`src/rtl/gf_tower_pkg.sv`:
```
package gf_tower_pkg;
  localparam int unsigned SubW  = 2;
  localparam int unsigned NibW  = 2 * SubW;
  localparam int unsigned ByteW = 2 * NibW;
  localparam int unsigned NHalf = ByteW / NibW;

  typedef logic [SubW-1:0] gf4_t;
  typedef logic [NibW-1:0] gf16_t;

  // normal basis {a, a^2}: bit0 -> a, bit1 -> a^2
  function automatic gf4_t gf4_mul(gf4_t x, gf4_t y);
    logic t;
    t = (x[0] ^ x[1]) & (y[0] ^ y[1]);
    return {t ^ (x[1] & y[1]), t ^ (x[0] & y[0])};
  endfunction

  function automatic gf4_t gf4_sq(gf4_t x);
    return {x[0], x[1]};
  endfunction

  function automatic gf4_t gf4_mul_a(gf4_t x);
    return {x[0] ^ x[1], x[1]};
  endfunction

  // scale by lambda = a^2
  function automatic gf4_t gf4_mul_lam(gf4_t x);
    return {x[0], x[0] ^ x[1]};
  endfunction
endpackage

```
`src/rtl/gf16_sqv_pn.sv`:
```
module gf16_sqv_pn import gf_tower_pkg::*; (
  input  logic [NibW-1:0] a_i,
  output logic [NibW-1:0] z_o
);
  gf4_t sl2, sh2, lo, hi;

  always_comb begin
    sl2 = gf4_sq(a_i[SubW-1:0]);
    sh2 = gf4_sq(a_i[NibW-1:SubW]);
    lo  = sh2;
    hi  = gf4_mul_a(sl2) ^ gf4_mul_lam(sh2);
    z_o = {lo, lo ^ hi};  // normal: [1:0]->b, [3:2]->b^4
  end

  always_comb begin
    assert_sqv_zero_R3: assert ((a_i != '0) || (z_o == '0));
  end
endmodule

```
`src/rtl/gf16_mul_pn.sv`:
```
module gf16_mul_pn import gf_tower_pkg::*; (
  input  logic [NibW-1:0] a_i,
  input  logic [NibW-1:0] b_i,
  output logic [NibW-1:0] c_o
);
  gf4_t ll, hh_l, mm;

  always_comb begin
    ll   = gf4_mul(a_i[SubW-1:0], b_i[SubW-1:0]);
    hh_l = gf4_mul_lam(gf4_mul(a_i[NibW-1:SubW], b_i[NibW-1:SubW]));
    mm   = gf4_mul(a_i[SubW-1:0] ^ a_i[NibW-1:SubW],
                   b_i[SubW-1:0] ^ b_i[NibW-1:SubW]);
    c_o  = {ll ^ hh_l, hh_l ^ mm};
  end

  always_comb begin
    assert_mixmul_zero_R3: assert (((a_i != '0) && (b_i != '0)) || (c_o == '0));
  end
endmodule

```
`src/rtl/gf16_mul_pp.sv`:
```
module gf16_mul_pp import gf_tower_pkg::*; (
  input  logic [NibW-1:0] a_i,
  input  logic [NibW-1:0] b_i,
  output logic [NibW-1:0] c_o
);
  gf4_t ll, hh_l, mm;

  always_comb begin
    ll   = gf4_mul(a_i[SubW-1:0], b_i[SubW-1:0]);
    hh_l = gf4_mul_lam(gf4_mul(a_i[NibW-1:SubW], b_i[NibW-1:SubW]));
    mm   = gf4_mul(a_i[SubW-1:0] ^ a_i[NibW-1:SubW],
                   b_i[SubW-1:0] ^ b_i[NibW-1:SubW]);
    c_o  = {mm ^ ll, ll ^ hh_l};
  end

  always_comb begin
    assert_genmul_zero_R3: assert (((a_i != '0) && (b_i != '0)) || (c_o == '0));
  end
endmodule

```
`src/rtl/gf16_inv_np.sv`:
```
module gf16_inv_np import gf_tower_pkg::*; (
  input  logic [NibW-1:0] z_i,
  output logic [NibW-1:0] r_o
);
  gf4_t x, y, sxy, nrm, ninv;

  always_comb begin
    x    = z_i[SubW-1:0];
    y    = z_i[NibW-1:SubW];
    sxy  = x ^ y;
    nrm  = gf4_mul_lam(gf4_sq(sxy)) ^ gf4_mul(x, y);
    ninv = gf4_sq(nrm);  // x^-1 = x^2 in GF(4)
    r_o  = {gf4_mul(sxy, ninv), gf4_mul(x, ninv)};
  end

  always_comb begin
    assert_inv16_zero_R3: assert ((z_i != '0) || (r_o == '0));
    assert_inv16_nonzero_R6: assert ((z_i == '0) || (r_o != '0));
  end
endmodule

```
`src/rtl/gf256_mixed_inv.sv`:
```
module gf256_mixed_inv import gf_tower_pkg::*; (
  input  logic [ByteW-1:0] a_i,
  output logic [ByteW-1:0] y_o
);
  logic [NibW-1:0] al, ah, s_sum, sqv_n, prod_n, norm_n, ninv_p;
  logic [NibW-1:0] mul_op [NHalf];

  assign al    = a_i[NibW-1:0];
  assign ah    = a_i[ByteW-1:NibW];
  assign s_sum = al ^ ah;

  gf16_sqv_pn u_sqv (.a_i(s_sum), .z_o(sqv_n));
  gf16_mul_pn u_mix (.a_i(al), .b_i(ah), .c_o(prod_n));

  assign norm_n = sqv_n ^ prod_n;

  gf16_inv_np u_inv (.z_i(norm_n), .r_o(ninv_p));

  // bl = al*N^-1, bh = (al+ah)*N^-1
  assign mul_op[0] = al;
  assign mul_op[1] = s_sum;

  for (genvar g = 0; g < NHalf; g++) begin : g_half
    gf16_mul_pp u_mul (
      .a_i(mul_op[g]),
      .b_i(ninv_p),
      .c_o(y_o[g*NibW +: NibW])
    );
  end

  always_comb begin
    assert_zero_in_zero_out_R3: assert ((a_i != '0) || (y_o == '0));
    assert_nonzero_out_R6: assert ((a_i == '0) || (y_o != '0));
  end
endmodule

```
`config.mk`:
```
export PLATFORM = sky130hd
export DESIGN_NAME = gf256_mixed_inv
export DESIGN_NICKNAME = d
export VERILOG_FILES = /design/src/rtl/gf_tower_pkg.sv /design/src/rtl/gf16_sqv_pn.sv /design/src/rtl/gf16_mul_pn.sv /design/src/rtl/gf16_mul_pp.sv /design/src/rtl/gf16_inv_np.sv /design/src/rtl/gf256_mixed_inv.sv
export SDC_FILE = /design/constraint.sdc
export NUM_CORES = 1
export LEC_CHECK = 0
export BUFFER_PORTS_ARGS = -buffer_cell sky130_fd_sc_hd__clkbuf_2
export CAP_MARGIN = 25
export CELL_PAD_IN_SITES_DETAIL_PLACEMENT = 0
export CELL_PAD_IN_SITES_GLOBAL_PLACEMENT = 1
export CORE_MARGIN = 4
export CORE_UTILIZATION = 44
export DETAILED_ROUTE_END_ITERATION = 12
export GPL_ROUTABILITY_DRIVEN = 0
export PLACE_DENSITY_LB_ADDON = 0.1
export SYNTH_ARGS = -nofsm -noshare
export SYNTH_HDL_FRONTEND = slang
export SYNTH_SLANG_ARGS = --single-unit
```
`constraint.sdc`:
```
create_clock -name vclk -period 9.5
set_input_delay 0.475 -clock vclk [all_inputs]
set_output_delay 0.475 -clock vclk [all_outputs]
set_load 0.03 [all_outputs]
```
* Word level (Yosys, flattened, before mapping)
Cells that the tools add are included.
Word-level totals: bits in registers 0
Cells by class: bitwise operators 95
Operators by type and width (number):
- $xor 1x1->1 | 43
- $and 1x1->1 | 36
- $xor 2x2->2 | 14
- $xor 4x4->4 | 2

* Logic depth before layout (Yosys ltp)
word-level depth 18, depth in mapped cells 20

* Cells and area by module
A second synthesis with hierarchy kept.
Second synthesis, totals: cells, all modules 150, area total of the unflattened synthesis 1219.9 sq um
Modules (own cells, without submodules):
- gf16_mul_pp | sequential area each 0.0 sq um, times used 2, cells an instance 35, area an instance 271.5 sq um
- gf16_mul_pn | sequential area each 0.0 sq um, times used 1, cells an instance 32, area an instance 281.5 sq um
- gf16_inv_np | sequential area each 0.0 sq um, times used 1, cells an instance 35, area an instance 276.5 sq um
- gf256_mixed_inv | sequential area each 0.0 sq um, times used 1, cells an instance 8, area an instance 70.1 sq um
- gf16_sqv_pn | sequential area each 0.0 sq um, times used 1, cells an instance 5, area an instance 48.8 sq um

* Worst setup path before layout
Ideal clock, no wire load.
kind input to output, from input port a_i[0], to output port y_o[1], arrival time 4698 ps, buffers on the path 1, data required time 9025 ps, slack 4327 ps, stages 18, cells stage by stage ha_1 > buf_6 > xor2_2 > xnor2_1 > xnor3_1 > xnor2_2 > inv_1 > ha_1 > xor2_1 > xnor2_1 > inv_1 > xnor2_1 > mux2i_1 > a21oi_1 > or2_2 > o21ai_0 > a22o_1 > xnor2_1
Between the ends: word-level cells in the longest chain between the ends 17
Ends and longest elaborated chain:
- start, declared | line gf256_mixed_inv.sv:2 | input logic [ByteW-1:0] a_i,
- $xor 2x2->2 | line gf16_mul_pn.sv:11 | mm = gf4_mul(a_i[SubW-1:0] ^ a_i[NibW-1:SubW],
- $xor 1x1->1 | line gf_tower_pkg.sv:13 | t = (x[0] ^ x[1]) & (y[0] ^ y[1]);
- $and 1x1->1 | line gf_tower_pkg.sv:13
- $xor 1x1->1 | line gf_tower_pkg.sv:14 | return {t ^ (x[1] & y[1]), t ^ (x[0] & y[0])};
- $xor 2x2->2 | line gf16_mul_pn.sv:13 | c_o = {ll ^ hh_l, hh_l ^ mm};
- $xor 4x4->4 | line gf256_mixed_inv.sv:15 | assign norm_n = sqv_n ^ prod_n;
- $xor 1x1->1 | line gf_tower_pkg.sv:13
- $and 1x1->1 | line gf_tower_pkg.sv:13
- $xor 1x1->1 | line gf_tower_pkg.sv:14
- $xor 2x2->2 | line gf16_inv_np.sv:11 | nrm = gf4_mul_lam(gf4_sq(sxy)) ^ gf4_mul(x, y);
- $xor 1x1->1 | line gf_tower_pkg.sv:13
- $and 1x1->1 | line gf_tower_pkg.sv:13
- $xor 1x1->1 | line gf_tower_pkg.sv:14
- $xor 1x1->1 | line gf_tower_pkg.sv:13
- $and 1x1->1 | line gf_tower_pkg.sv:13
- $xor 1x1->1 | line gf_tower_pkg.sv:14
- $xor 2x2->2 (*) | line gf16_mul_pp.sv:13 | c_o = {mm ^ ll, ll ^ hh_l};
- end, declared | line gf256_mixed_inv.sv:3 | output logic [ByteW-1:0] y_o
Every way passes the cells marked *; elsewhere a longest branch is shown, timed or not.

* Final worst setup path
Same ends and word-level chain as after synthesis.

==> results.json <==
{
  "hp-class": "input pin to output port",
  "rsz0062_at_grt": "false",
  "dr.pass1.iters": 4,
  "yosysTopAreaCell": "xnor2_1",
  "cp_max_fo": 8,
  "grt_pass1_wl_um": 4570,
  "hold_viol": 0,
  "cts_setup_buffers": 0,
  "period_needed_ns": 5.79,
  "dieWidth_um": 61.2,
  "die-height_um": 61.2,
  "fin_tns_setup_ns": 0,
  "avgSynthCellArea_um2": 7.94,
  "grt_pass1_vias": 1011,
  "route.detailed.drc": 0,
  "n_clock_buffer": 0,
  "synth_area_leaders": "xnor2_1, xor2_1, ha_1, o21ai_0, xnor2_2",
  "antenna_found_initial": 0,
  "slew_viol_final": 0,
  "yosys_warnings": 0,
  "finalSetupViolations": 0,
  "via_per_inst": 5.59,
  "start_kind": "input pin",
  "num_antenna_cells": 0,
  "seqCellArea_um2": 0,
  "avgRoutedWirePerCell_um": 14.0,
  "mostFrequentLayoutCells": "xnor2_1, xor2_1, clkbuf_2, o21ai_0, nand2_1",
  "core-area_um2": 2730,
  "track_usage_pct": 15.3,
  "max_cap_viol_count": 0,
  "arrival_ns": 5.32,
  "period_share_pct": 61.0,
  "synth-seq-area-share_pct": 0,
  "rows": 19,
  "fmax_mhz": 173,
  "slew-limit-headroom_pct": 51.8,
  "die-area_um2": 3750,
  "port-buffer-count": 16,
  "synthesis.area_um2": 1250,
  "antenna_left": 0,
  "tightest_slew_ns": 0.717,
  "syn_inst": 157,
  "status": "complete, no violations",
  "pin_count": 16,
  "drive_gt1_share_pct": 20.2,
  "fillerInstances": 275,
  "overflow": 0,
  "cts_hold_buf": 0,
  "initial_core_util_pct": 45.6,
  "layout_commonest_cell": "xnor2_1",
  "seq_cells": 0,
  "dr_total_vias": 1085,
  "grt_max_degree": 12,
  "dp.cells": 194,
  "syn_nets": 171,
  "dp_hpwl_um": 2300,
  "fin_nets": 179,
  "dr.first_iter.drc_count": 41,
  "path_class": "input pin to output port",
  "stdcell_count": 194,
  "critical_path.endpoint_type": "output port",
  "netlist.area_leader.share_pct": 17.6,
  "cp.required_ns": 9.03,
  "synth_cell_types": 41,
  "syn2layout_area_growth_pct": 4.02,
  "routed_wl_um": 2710,
  "cts_resized": 0
}
## worst max-delay path: stages
cell and delay (ns):
clkbuf_2 0.19, ha_1 0.50, xor2_2 0.22, xnor2_1 0.15
xnor3_1 0.45, xnor2_2 0.31, inv_1 0.15, ha_1 0.42
xor2_1 0.19, xnor2_1 0.35, inv_1 0.13, xnor2_1 0.22
mux2i_1 0.10, a21oi_1 0.49, or2_2 0.22, o21ai_0 0.07
a22o_1 0.29, xnor2_1 0.17, clkbuf_2 0.22
## per-stage QoR
step / hold WS [ns] / instance area (µm²) / util [%] / setup WS, ns
global placement: 1.58 / 1300 / 47.4 / 3.78
CTS: 1.58 / 1300 / 47.4 / 3.68
global route: 1.62 / 1300 / 47.4 / 3.26
detailed placement: 1.58 / 1300 / 47.4 / 3.70
floorplan: 1.43 / 1250 / - / 4.33
finish: 1.59 / 1300 / 47.4 / 3.71
## routing by layer
| metal | up-vias | global-route usage [%] | wire (µm) |
|---|---|---|---|
| li1 | 562 | - | - |
| met1 | 504 | 23.0 | 1390 |
| met2 | 19 | 25.8 | 1250 |
| met3 | 0 | 0.210 | 80 |
| met4 | 0 | 0.310 | 0 |
| met5 | - | 0 | 0 |
## path summary, 6_finish.rpt
kind / startpoint / to / slack [ns] / depth (start not counted)
max: a_i[0] / y_o[1] / 3.71 / 19
min: a_i[2] / y_o[1] / 1.59 / 4
## cell usage after synthesis (all sizes together), types with 2 or more instances
cell and n:
xnor2 29, xor2 20, o21ai 14, nand2 11, nand3 9, buf 8, nand2b 7, ha 6
nor2 6, a21oi 5, mux2i 5, a22o 4, a31oi 3, inv 3, nand4 3, or2 3
a211o 2, a22oi 2, clkbuf 2, nor3 2, xnor3 2
## cell families after synthesis
logic type	Yosys count	synth area share [%]
AO/OA/AOI/OAI	35	20.0
XOR/XNOR	51	41.8
adder cells (fa/ha/maj)	6	6.02
buffers and inverters	13	6.43
multiplexers	5	5.02
AND/OR/NAND/NOR	47	20.8
## final cells by class
| cell class | instances | area [µm²] | area share [%] |
|---|---|---|---|
| well taps | 31 | 38.8 | 2.99 |
| multi-input cells | 144 | 1170 | 90.0 |
| inverters | 3 | 11.3 | 0.869 |
| repair buffers | 16 | 80.1 | 6.18 |
Power is left out: the tool's default activity adds up to more than one toggle a clock period on the data nets, which glitch-free logic cannot reach.
